$ cat config.mk
export PLATFORM = sky130hd
export DESIGN_NAME = sync_cnt_chain
export DESIGN_NICKNAME = d
export VERILOG_FILES = /design/src/rtl/cnt_pkg.sv /design/src/rtl/cnt_next.sv /design/src/rtl/cnt_stage.sv /design/src/rtl/sync_cnt_chain.sv
export SDC_FILE = /design/constraint.sdc
export NUM_CORES = 1
export LEC_CHECK = 0
export CAP_MARGIN = 5
export CELL_PAD_IN_SITES_DETAIL_PLACEMENT = 1
export CELL_PAD_IN_SITES_GLOBAL_PLACEMENT = 2
export CORE_AREA = 10 10 47 49
export CTS_BUF_LIST = sky130_fd_sc_hd__clkbuf_4
export DETAILED_ROUTE_END_ITERATION = 16
export DIE_AREA = 0 0 57 59
export PLACE_DENSITY_LB_ADDON = 0.05
export SYNTH_ARGS = -nofsm -noshare
export SYNTH_HDL_FRONTEND = slang
export SYNTH_SLANG_ARGS = --single-unit
$ cat constraint.sdc
create_clock -name clk_i -period 2.9 [get_ports clk_i]
set_input_delay 0.58 -clock clk_i [delete_from_list [all_inputs] [get_ports clk_i]]
set_output_delay 0.58 -clock clk_i [all_outputs]
set_load 0.01 [all_outputs]
$ cat src/rtl/cnt_pkg.sv
package cnt_pkg;
  localparam int unsigned DIGIT_W = 4;

  function automatic logic [DIGIT_W-1:0] digit_max(input bit decade);
    return decade ? DIGIT_W'(9) : {DIGIT_W{1'b1}};
  endfunction
endpackage

$ cat src/rtl/cnt_next.sv
module cnt_next
  import cnt_pkg::*;
#(
  parameter bit DECADE = 1'b1
) (
  input  logic [DIGIT_W-1:0] cur_i,
  input  logic [DIGIT_W-1:0] data_i,
  input  logic               load_ni,
  input  logic               cnt_en_i,
  output logic [DIGIT_W-1:0] nxt_o
);
  localparam logic [DIGIT_W-1:0] MAX_V = digit_max(DECADE);

  logic [DIGIT_W-1:0] inc;

  // out-of-range decade values fall through to plain increment, 15 wraps to 0
  always_comb begin
    if (DECADE && cur_i == MAX_V) inc = '0;
    else                          inc = cur_i + DIGIT_W'(1);
  end

  always_comb begin
    if (!load_ni)      nxt_o = data_i;
    else if (cnt_en_i) nxt_o = inc;
    else               nxt_o = cur_i;
  end
endmodule

$ cat src/rtl/cnt_stage.sv
module cnt_stage
  import cnt_pkg::*;
#(
  parameter bit DECADE   = 1'b1,
  parameter bit SYNC_CLR = 1'b0
) (
  input  logic               clk_i,
  input  logic               rst_ni,
  input  logic               load_ni,
  input  logic [DIGIT_W-1:0] data_i,
  input  logic               cnt_en_p_i,
  input  logic               cnt_en_t_i,
  output logic [DIGIT_W-1:0] count_o,
  output logic               tc_o
);
  localparam logic [DIGIT_W-1:0] MAX_V = digit_max(DECADE);

  logic [DIGIT_W-1:0] cnt_q, cnt_d;

  cnt_next #(.DECADE(DECADE)) u_next (
    .cur_i    (cnt_q),
    .data_i   (data_i),
    .load_ni  (load_ni),
    .cnt_en_i (cnt_en_p_i & cnt_en_t_i),
    .nxt_o    (cnt_d)
  );

  generate
    if (SYNC_CLR) begin : g_sync_clr
      always_ff @(posedge clk_i) begin
        if (!rst_ni) cnt_q <= '0;
        else         cnt_q <= cnt_d;
      end
    end else begin : g_async_clr
      always_ff @(posedge clk_i or negedge rst_ni) begin
        if (!rst_ni) cnt_q <= '0;
        else         cnt_q <= cnt_d;
      end
    end
  endgenerate

  assign count_o = cnt_q;
  assign tc_o    = cnt_en_t_i & (cnt_q == MAX_V);
endmodule

$ cat src/rtl/sync_cnt_chain.sv
module sync_cnt_chain
  import cnt_pkg::*;
#(
  parameter int unsigned NUM_STAGES = 1,
  parameter bit          DECADE     = 1'b1,
  parameter bit          SYNC_CLR   = 1'b0
) (
  input  logic                          clk_i,
  input  logic                          rst_ni,
  input  logic                          load_ni,
  input  logic [NUM_STAGES*DIGIT_W-1:0] data_i,
  input  logic                          cnt_en_p_i,
  input  logic                          cnt_en_t_i,
  output logic [NUM_STAGES*DIGIT_W-1:0] count_o,
  output logic                          tc_o
);
  // trickle enable of digit k; entry NUM_STAGES is the chain's terminal count
  logic [NUM_STAGES:0] trk;

  assign trk[0] = cnt_en_t_i;

  for (genvar k = 0; k < NUM_STAGES; k++) begin : g_digit
    cnt_stage #(
      .DECADE   (DECADE),
      .SYNC_CLR (SYNC_CLR)
    ) u_stage (
      .clk_i      (clk_i),
      .rst_ni     (rst_ni),
      .load_ni    (load_ni),
      .data_i     (data_i[k*DIGIT_W +: DIGIT_W]),
      .cnt_en_p_i (cnt_en_p_i),
      .cnt_en_t_i (trk[k]),
      .count_o    (count_o[k*DIGIT_W +: DIGIT_W]),
      .tc_o       (trk[k+1])
    );
  end

  assign tc_o = trk[NUM_STAGES];
endmodule

==> run_results.csv, run 1 <==
group,metric,value,unit
floorplan,core,1400,µm²
clock_network,cts_setup_buffers,0,
global_routing,antenna_found_initial,0,
power,power,0.000200,W
clock_network,cts_resized,0,
sta,rsz0062_at_grt,"no",
floorplan,dieArea,3360,µm²
final_layout,largest_register_ffs,4,
clock_network,htree_levels,1,
power,switching_power,0.0000558,W
final_layout,diodes,0,
setup_path,crit_type,"input port to output port",
detailed_routing,viasPerCell,4.58,
detailed_routing,wire_per_inst,13.1,µm
sta,fin_crit,2.46,ns
floorplan,die_w,57,µm
setup_path,path_common_cell,"clkdlybuf4s50_1",
place,dpl_worst_slack,0.417,ns
setup_path,reg2regPathDepth,3,
setup_path,crit_path_top_delay_cell,"clkdlybuf4s50_1",
global_routing,grt_pass1_vias,287,
setup_path,worst_setup_path_end_kind,"output port",
detailed_routing,vias,270,
global_routing,grt_max_degree,12,
synth,synth.distinct_cells,16,
power,combPwrFrac,28.1,%
sta,finalHoldViolCount,0,
sta,finClkSkew,0.00557,ns
setup_path,required,2.32,ns
sta,fin_ws,0.440,ns
place,port_buffers,13,
sta,setup-violations-final,0,
detailed_routing,routed_wl,775,µm
sta,slew_headroom,76.9,%
synth,yosysWarnings,0,
synth,synth.avg_cell_area,8.89,µm²
synth,synthCells,28,
floorplan,fp.dieH,59,µm
detailed_routing,drtPass1Iterations,1,
floorplan,top_level_ports,14,
clock_network,clk_pin_slew,0.04,ns
sta,min_period_over_period,84.8,%
power,clkPwrFrac,34.0,%
clock_network,clock_latency,0.23,ns
power,switching_share,27.9,%
synth,seq_area_frac_synth,40.2,%
power,p_per_area,480,nW/µm²
setup_path,path_cells,"clkdlybuf4s50_1 -> nand4_1 -> nor2_1 -> clkdlybuf4s50_1",
detailed_routing,postRouteAntennaNets,0,
final_layout,drive_gt1_share,11.6,%
synth,synth_area,249,µm²
final_layout,fin_nets,54,
clock_network,clockRootBuffer,"clkbuf_4",
sta,tightest_slew,0.345,ns
detailed_routing,post-route-drc-count,0,
global_routing,grt_usage,4.93,%
final_layout,synthToLayoutAreaGrowth,67.3,%
global_routing,grt_overflow_total,0,
min_path,hold_path_class,"input port to asynchronous set/reset pin",
setup_path,max_stage_delay,0.54,ns
run,cap_violations,0,
global_routing,grt_pass1_wl,1280,µm
power,intPower,0.000144,W
sta,final_max_slew_viol_count,0,
synth,yosys_register_bits,4,
clock_network,cts_tree,"yes",
clock_network,numCtsBuffers,3,
power,cellLeakagePower,0.160,nW
floorplan,core.rowCount,14,
final_layout,layout_commonest_cell,"clkdlybuf4s50_1",
floorplan,start_util,17.8,%
setup_path,worstPathArrival,1.88,ns
power,p_seq_share,38.0,%
power,ir_drop,0.000198,V
clock_network,cts.path.max_buffers,2,
clock_network,ctsHoldBuffers,0,
sta,fin_tns_setup,0,ns
setup_path,startpoint_type,"input port",
detailed_routing,initialDrtViolationCount,0,
final_layout,final_cell_mix,"clkdlybuf4s50_1 (13), nor2_1 (5), dfrtp_1 (4)",
sta,fmax,406,MHz
outcome,status,"finished clean",
synth,synth_nets,37,
clock_network,cts.sinks,4,
place,routabilityCongestion,0.664,
setup_path,cp_max_fo,4,
-- through the flow --
step / instances / area (µm²) / utilization, % / hold slack, ns
2_1_floorplan: 28 / 249 / - / 0.284
3_3_place_gp: 56 / 394 / 28.1 / 0.660
3_5_place_dp: 56 / 394 / 28.1 / 0.657
4_1_cts: 59 / 417 / 29.7 / 0.540
5_1_grt: 59 / 417 / 29.7 / 0.548
6_report: 59 / 417 / 29.7 / 0.543
-- power groups by stage --
stage | Sequential (W) | Combinational [W] | Clock (W)
4_1_cts | 0.0000758 | 0.0000576 | 0.0000724
5_1_grt | 0.0000778 | 0.0000619 | 0.0000784
6_report | 0.0000758 | 0.0000561 | 0.0000679
3_3_place_gp | 0.0000765 | 0.0000568 | 0
2_1_floorplan | 0.0000774 | 0.0000210 | 0
3_5_place_dp | 0.0000765 | 0.0000571 | 0
-- metal layers --
metal	part of all wire, %	global-route usage [%]	up-vias
met5	0	0	-
met4	2.2	4.03	0
li1	-	-	134
met1	42	4.88	126
met2	49	7.60	8
met3	7.4	2.58	2
-- Yosys cell counts (all sizes together) --
| master | number | area share, % |
|---|---|---|
| a211o | 1 | 3.5 |
| a21oi | 2 | 4.0 |
| nand2b | 1 | 2.5 |
| inv | 1 | 1.5 |
| nand4b | 3 | 11 |
| xnor2 | 1 | 3.5 |
| nand4 | 2 | 5.0 |
| a311o | 1 | 4.5 |
| a31oi | 1 | 2.5 |
| xor2 | 1 | 3.5 |
| nand3 | 2 | 6.0 |
| nor2 | 5 | 7.5 |
| dfrtp | 4 | 40 |
| nand2 | 2 | 3.0 |
| buf | 1 | 2.0 |
-- final cells by class --
| type | count | area [µm²] |
|---|---|---|
| Timing Repair Buffer | 13 | 130 |
| Sequential cell | 4 | 100 |
| Fill cell | 172 | 985 |
| Inverter | 1 | 3.75 |
| Multi-Input combinational cell | 22 | 140 |
| Clock buffer | 3 | 22.5 |
| Tap cell | 16 | 20.0 |
-- cells by family (layout without fill, tap and decap cells) --
group / after synthesis / in the layout / share of synthesized area [%]
AND/OR/NAND/NOR: 15 / 15 / 34.7
AO/OA/AOI/OAI: 5 / 5 / 14.6
flip-flops: 4 / 4 / 40.2
XOR/XNOR: 2 / 2 / 7.04
buffers and inverters: 2 / 17 / 3.51
-- final timing paths --
kind	from	endpoint	slack, ns
setup / recovery	cnt_en_t_i	tc_o	0.44
min in group clk_i	g_digit[0].u_stage.count_o[1]$_DFFE_PN0P_	g_digit[0].u_stage.count_o[1]$_DFFE_PN0P_	0.66
hold reg to reg	g_digit[0].u_stage.count_o[1]$_DFFE_PN0P_	g_digit[0].u_stage.count_o[1]$_DFFE_PN0P_	0.66
hold / removal	rst_ni	g_digit[0].u_stage.count_o[0]$_DFFE_PN0P_	0.54
setup reg to reg	g_digit[0].u_stage.count_o[1]$_DFFE_PN0P_	g_digit[0].u_stage.count_o[3]$_DFFE_PN0P_	1.78
max in group asynchronous	rst_ni	g_digit[0].u_stage.count_o[1]$_DFFE_PN0P_	2.19
-- critical path, delay by kind of cell --
family                 cells  cell delay (ns)
buffers and inverters      2             1.08
and+or+nand+nor            2             0.21
No activity file was read; power rests on OpenSTA's default activity.
==> run 2: changes to the inputs <==
==> constraint.sdc (replaced) <==
create_clock -name clk_i -period 2.3 [get_ports clk_i]
set_input_delay 0.46 -clock clk_i [delete_from_list [all_inputs] [get_ports clk_i]]
set_output_delay 0.46 -clock clk_i [all_outputs]
set_load 0.01 [all_outputs]
==> run 2 against run 1 <==
Effect of this change: total power increased by 25%; die area unchanged; critical path depth unchanged; worst setup slack got worse by 0.27 ns; clock power increased by 23%; cell count increased by 1.7%; sequential share of layout area decreased by 0.43 points; clock skew decreased by 0.0013 ns; largest cell class unchanged; largest power group unchanged; highest routed layer is now met3.
==> run_results.csv, run 2 (synthesis gave the netlist of run 1 again) <==
group,metric,value,unit
detailed_routing,vias,271,
final_layout,synthToLayoutAreaGrowth,70.4,%
clock_network,ctsHoldBuffers,0,
final_layout,diodes,0,
global_routing,grt_usage,4.80,%
global_routing,grt_overflow_total,0,
place,routabilityCongestion,0.692,
final_layout,layout_commonest_cell,"clkdlybuf4s50_1",
detailed_routing,wire_per_inst,12.6,µm
floorplan,start_util,17.8,%
clock_network,cts_setup_buffers,0,
setup_path,cp_max_fo,2,
run,cap_violations,0,
setup_path,worst_setup_path_end_kind,"output port",
clock_network,cts.sinks,4,
floorplan,core,1400,µm²
sta,setup-violations-final,0,
sta,min_period_over_period,92.5,%
global_routing,grt_pass1_wl,1290,µm
clock_network,cts_tree,"yes",
sta,fmax,470,MHz
power,power,0.000250,W
place,dpl_worst_slack,0.153,ns
clock_network,numCtsBuffers,3,
clock_network,htree_levels,1,
clock_network,cts_resized,0,
sta,finalHoldViolCount,0,
sta,rsz0062_at_grt,"no",
sta,finClkSkew,0.00432,ns
final_layout,largest_register_ffs,4,
floorplan,die_w,57,µm
floorplan,top_level_ports,14,
sta,final_max_slew_viol_count,0,
setup_path,max_stage_delay,0.54,ns
final_layout,fin_nets,55,
sta,fin_crit,2.13,ns
detailed_routing,post-route-drc-count,0,
power,cellLeakagePower,0.164,nW
setup_path,path_common_cell,"clkdlybuf4s50_1",
setup_path,path_cells,"clkdlybuf4s50_1 -> nand4_1 -> nor2_1 -> clkdlybuf4s50_1",
detailed_routing,initialDrtViolationCount,2,
detailed_routing,viasPerCell,4.52,
setup_path,startpoint_type,"input port",
setup_path,crit_type,"input port to output port",
setup_path,worstPathArrival,1.67,ns
global_routing,antenna_found_initial,0,
min_path,hold_path_class,"input port to asynchronous set/reset pin",
place,placedCellCount,57,
floorplan,fp.dieH,59,µm
clock_network,clk_pin_slew,0.04,ns
sta,tightest_slew,0.339,ns
place,dpl.hpwl,641,µm
clock_network,cts.path.max_buffers,2,
place,port_buffers,13,
detailed_routing,postRouteAntennaNets,0,
final_layout,final_cell_mix,"clkdlybuf4s50_1 (13), nor2_1 (5), dfrtp_1 (4)",
setup_path,crit_path_top_delay_cell,"clkdlybuf4s50_1",
final_layout,drive_gt1_share,13.6,%
detailed_routing,drtPass1Iterations,3,
power,ir_drop,0.000242,V
global_routing,grt_pass1_vias,291,
final_layout,finalNonFillerCells,60,
setup_path,required,1.84,ns
floorplan,dieArea,3360,µm²
global_routing,grt_max_degree,12,
sta,fin_ws,0.173,ns
sta,slew_headroom,77.3,%
clock_network,clockRootBuffer,"clkbuf_4",
power,p_per_area,590,nW/µm²
floorplan,core.rowCount,14,
detailed_routing,routed_wl,753,µm
outcome,status,"finished clean",
setup_path,r2r_start,"g_digit[0].u_stage.count_o[1]$_DFFE_PN0P_",
setup_path,cp-startpoint,"cnt_en_t_i",
sta,fin_tns_setup,0,ns
clock_network,clock_latency,0.23,ns
[run 2: cell types whose count changed in the layout (fill, tap and decap cells not counted), sizes merged]
cell and change:
buf +1
[run 2: power by group]
group,switching (W),internal (W)
sequential,0.0000149,0.0000801
clock,0.0000257,0.0000581
combinational,0.0000273,0.0000443
total,0.0000678,0.000183
[run 2: per-stage QoR]
| step | area, µm² | hold slack, ns | utilization, % |
|---|---|---|---|
| 5_1_grt | 424 | 0.445 | 30.3 |
| 4_1_cts | 424 | 0.423 | 30.3 |
| 6_report | 424 | 0.427 | 30.3 |
| 3_5_place_dp | 402 | 0.654 | 28.7 |
| 2_1_floorplan | 249 | 0.164 | - |
| 3_3_place_gp | 402 | 0.659 | 28.7 |
[run 2: per-layer routing]
layer / vias up / GRT usage, % / share of wire, %
met4: 0 / 3.02 / 0
li1: 136 / - / -
met5: - / 0 / 0
met2: 6 / 7.60 / 53
met1: 129 / 4.65 / 37
met3: 0 / 3.00 / 9.7
[run 2: path summary, 6_finish.rpt]
| path | endpoint | slack, ns | depth (start not counted) |
|---|---|---|---|
| min | g_digit[0].u_stage.count_o[0]$_DFFE_PN0P_ | 0.43 | 1 |
| max | tc_o | 0.17 | 4 |
| max in group asynchronous | g_digit[0].u_stage.count_o[3]$_DFFE_PN0P_ | 1.71 | 1 |
| max reg2reg | g_digit[0].u_stage.count_o[3]$_DFFE_PN0P_ | 1.18 | 3 |
| min in group clk_i | g_digit[0].u_stage.count_o[3]$_DFFE_PN0P_ | 0.66 | 1 |
| min reg2reg | g_digit[0].u_stage.count_o[3]$_DFFE_PN0P_ | 0.66 | 1 |
[run 2: critical path: cells and delay by family]
family | cells | cell delay, ns
simple gates | 2 | 0.18
buf+inv | 2 | 1.02
[run 2: final cells by class]
type                       count  area, µm²
clock buffer                   3       22.5
fill                         175        977
inverter                       1       3.75
multi-input combinational     22        140
sequential                     4        100
tap                           16       20.0
timing repair buffer          14        138
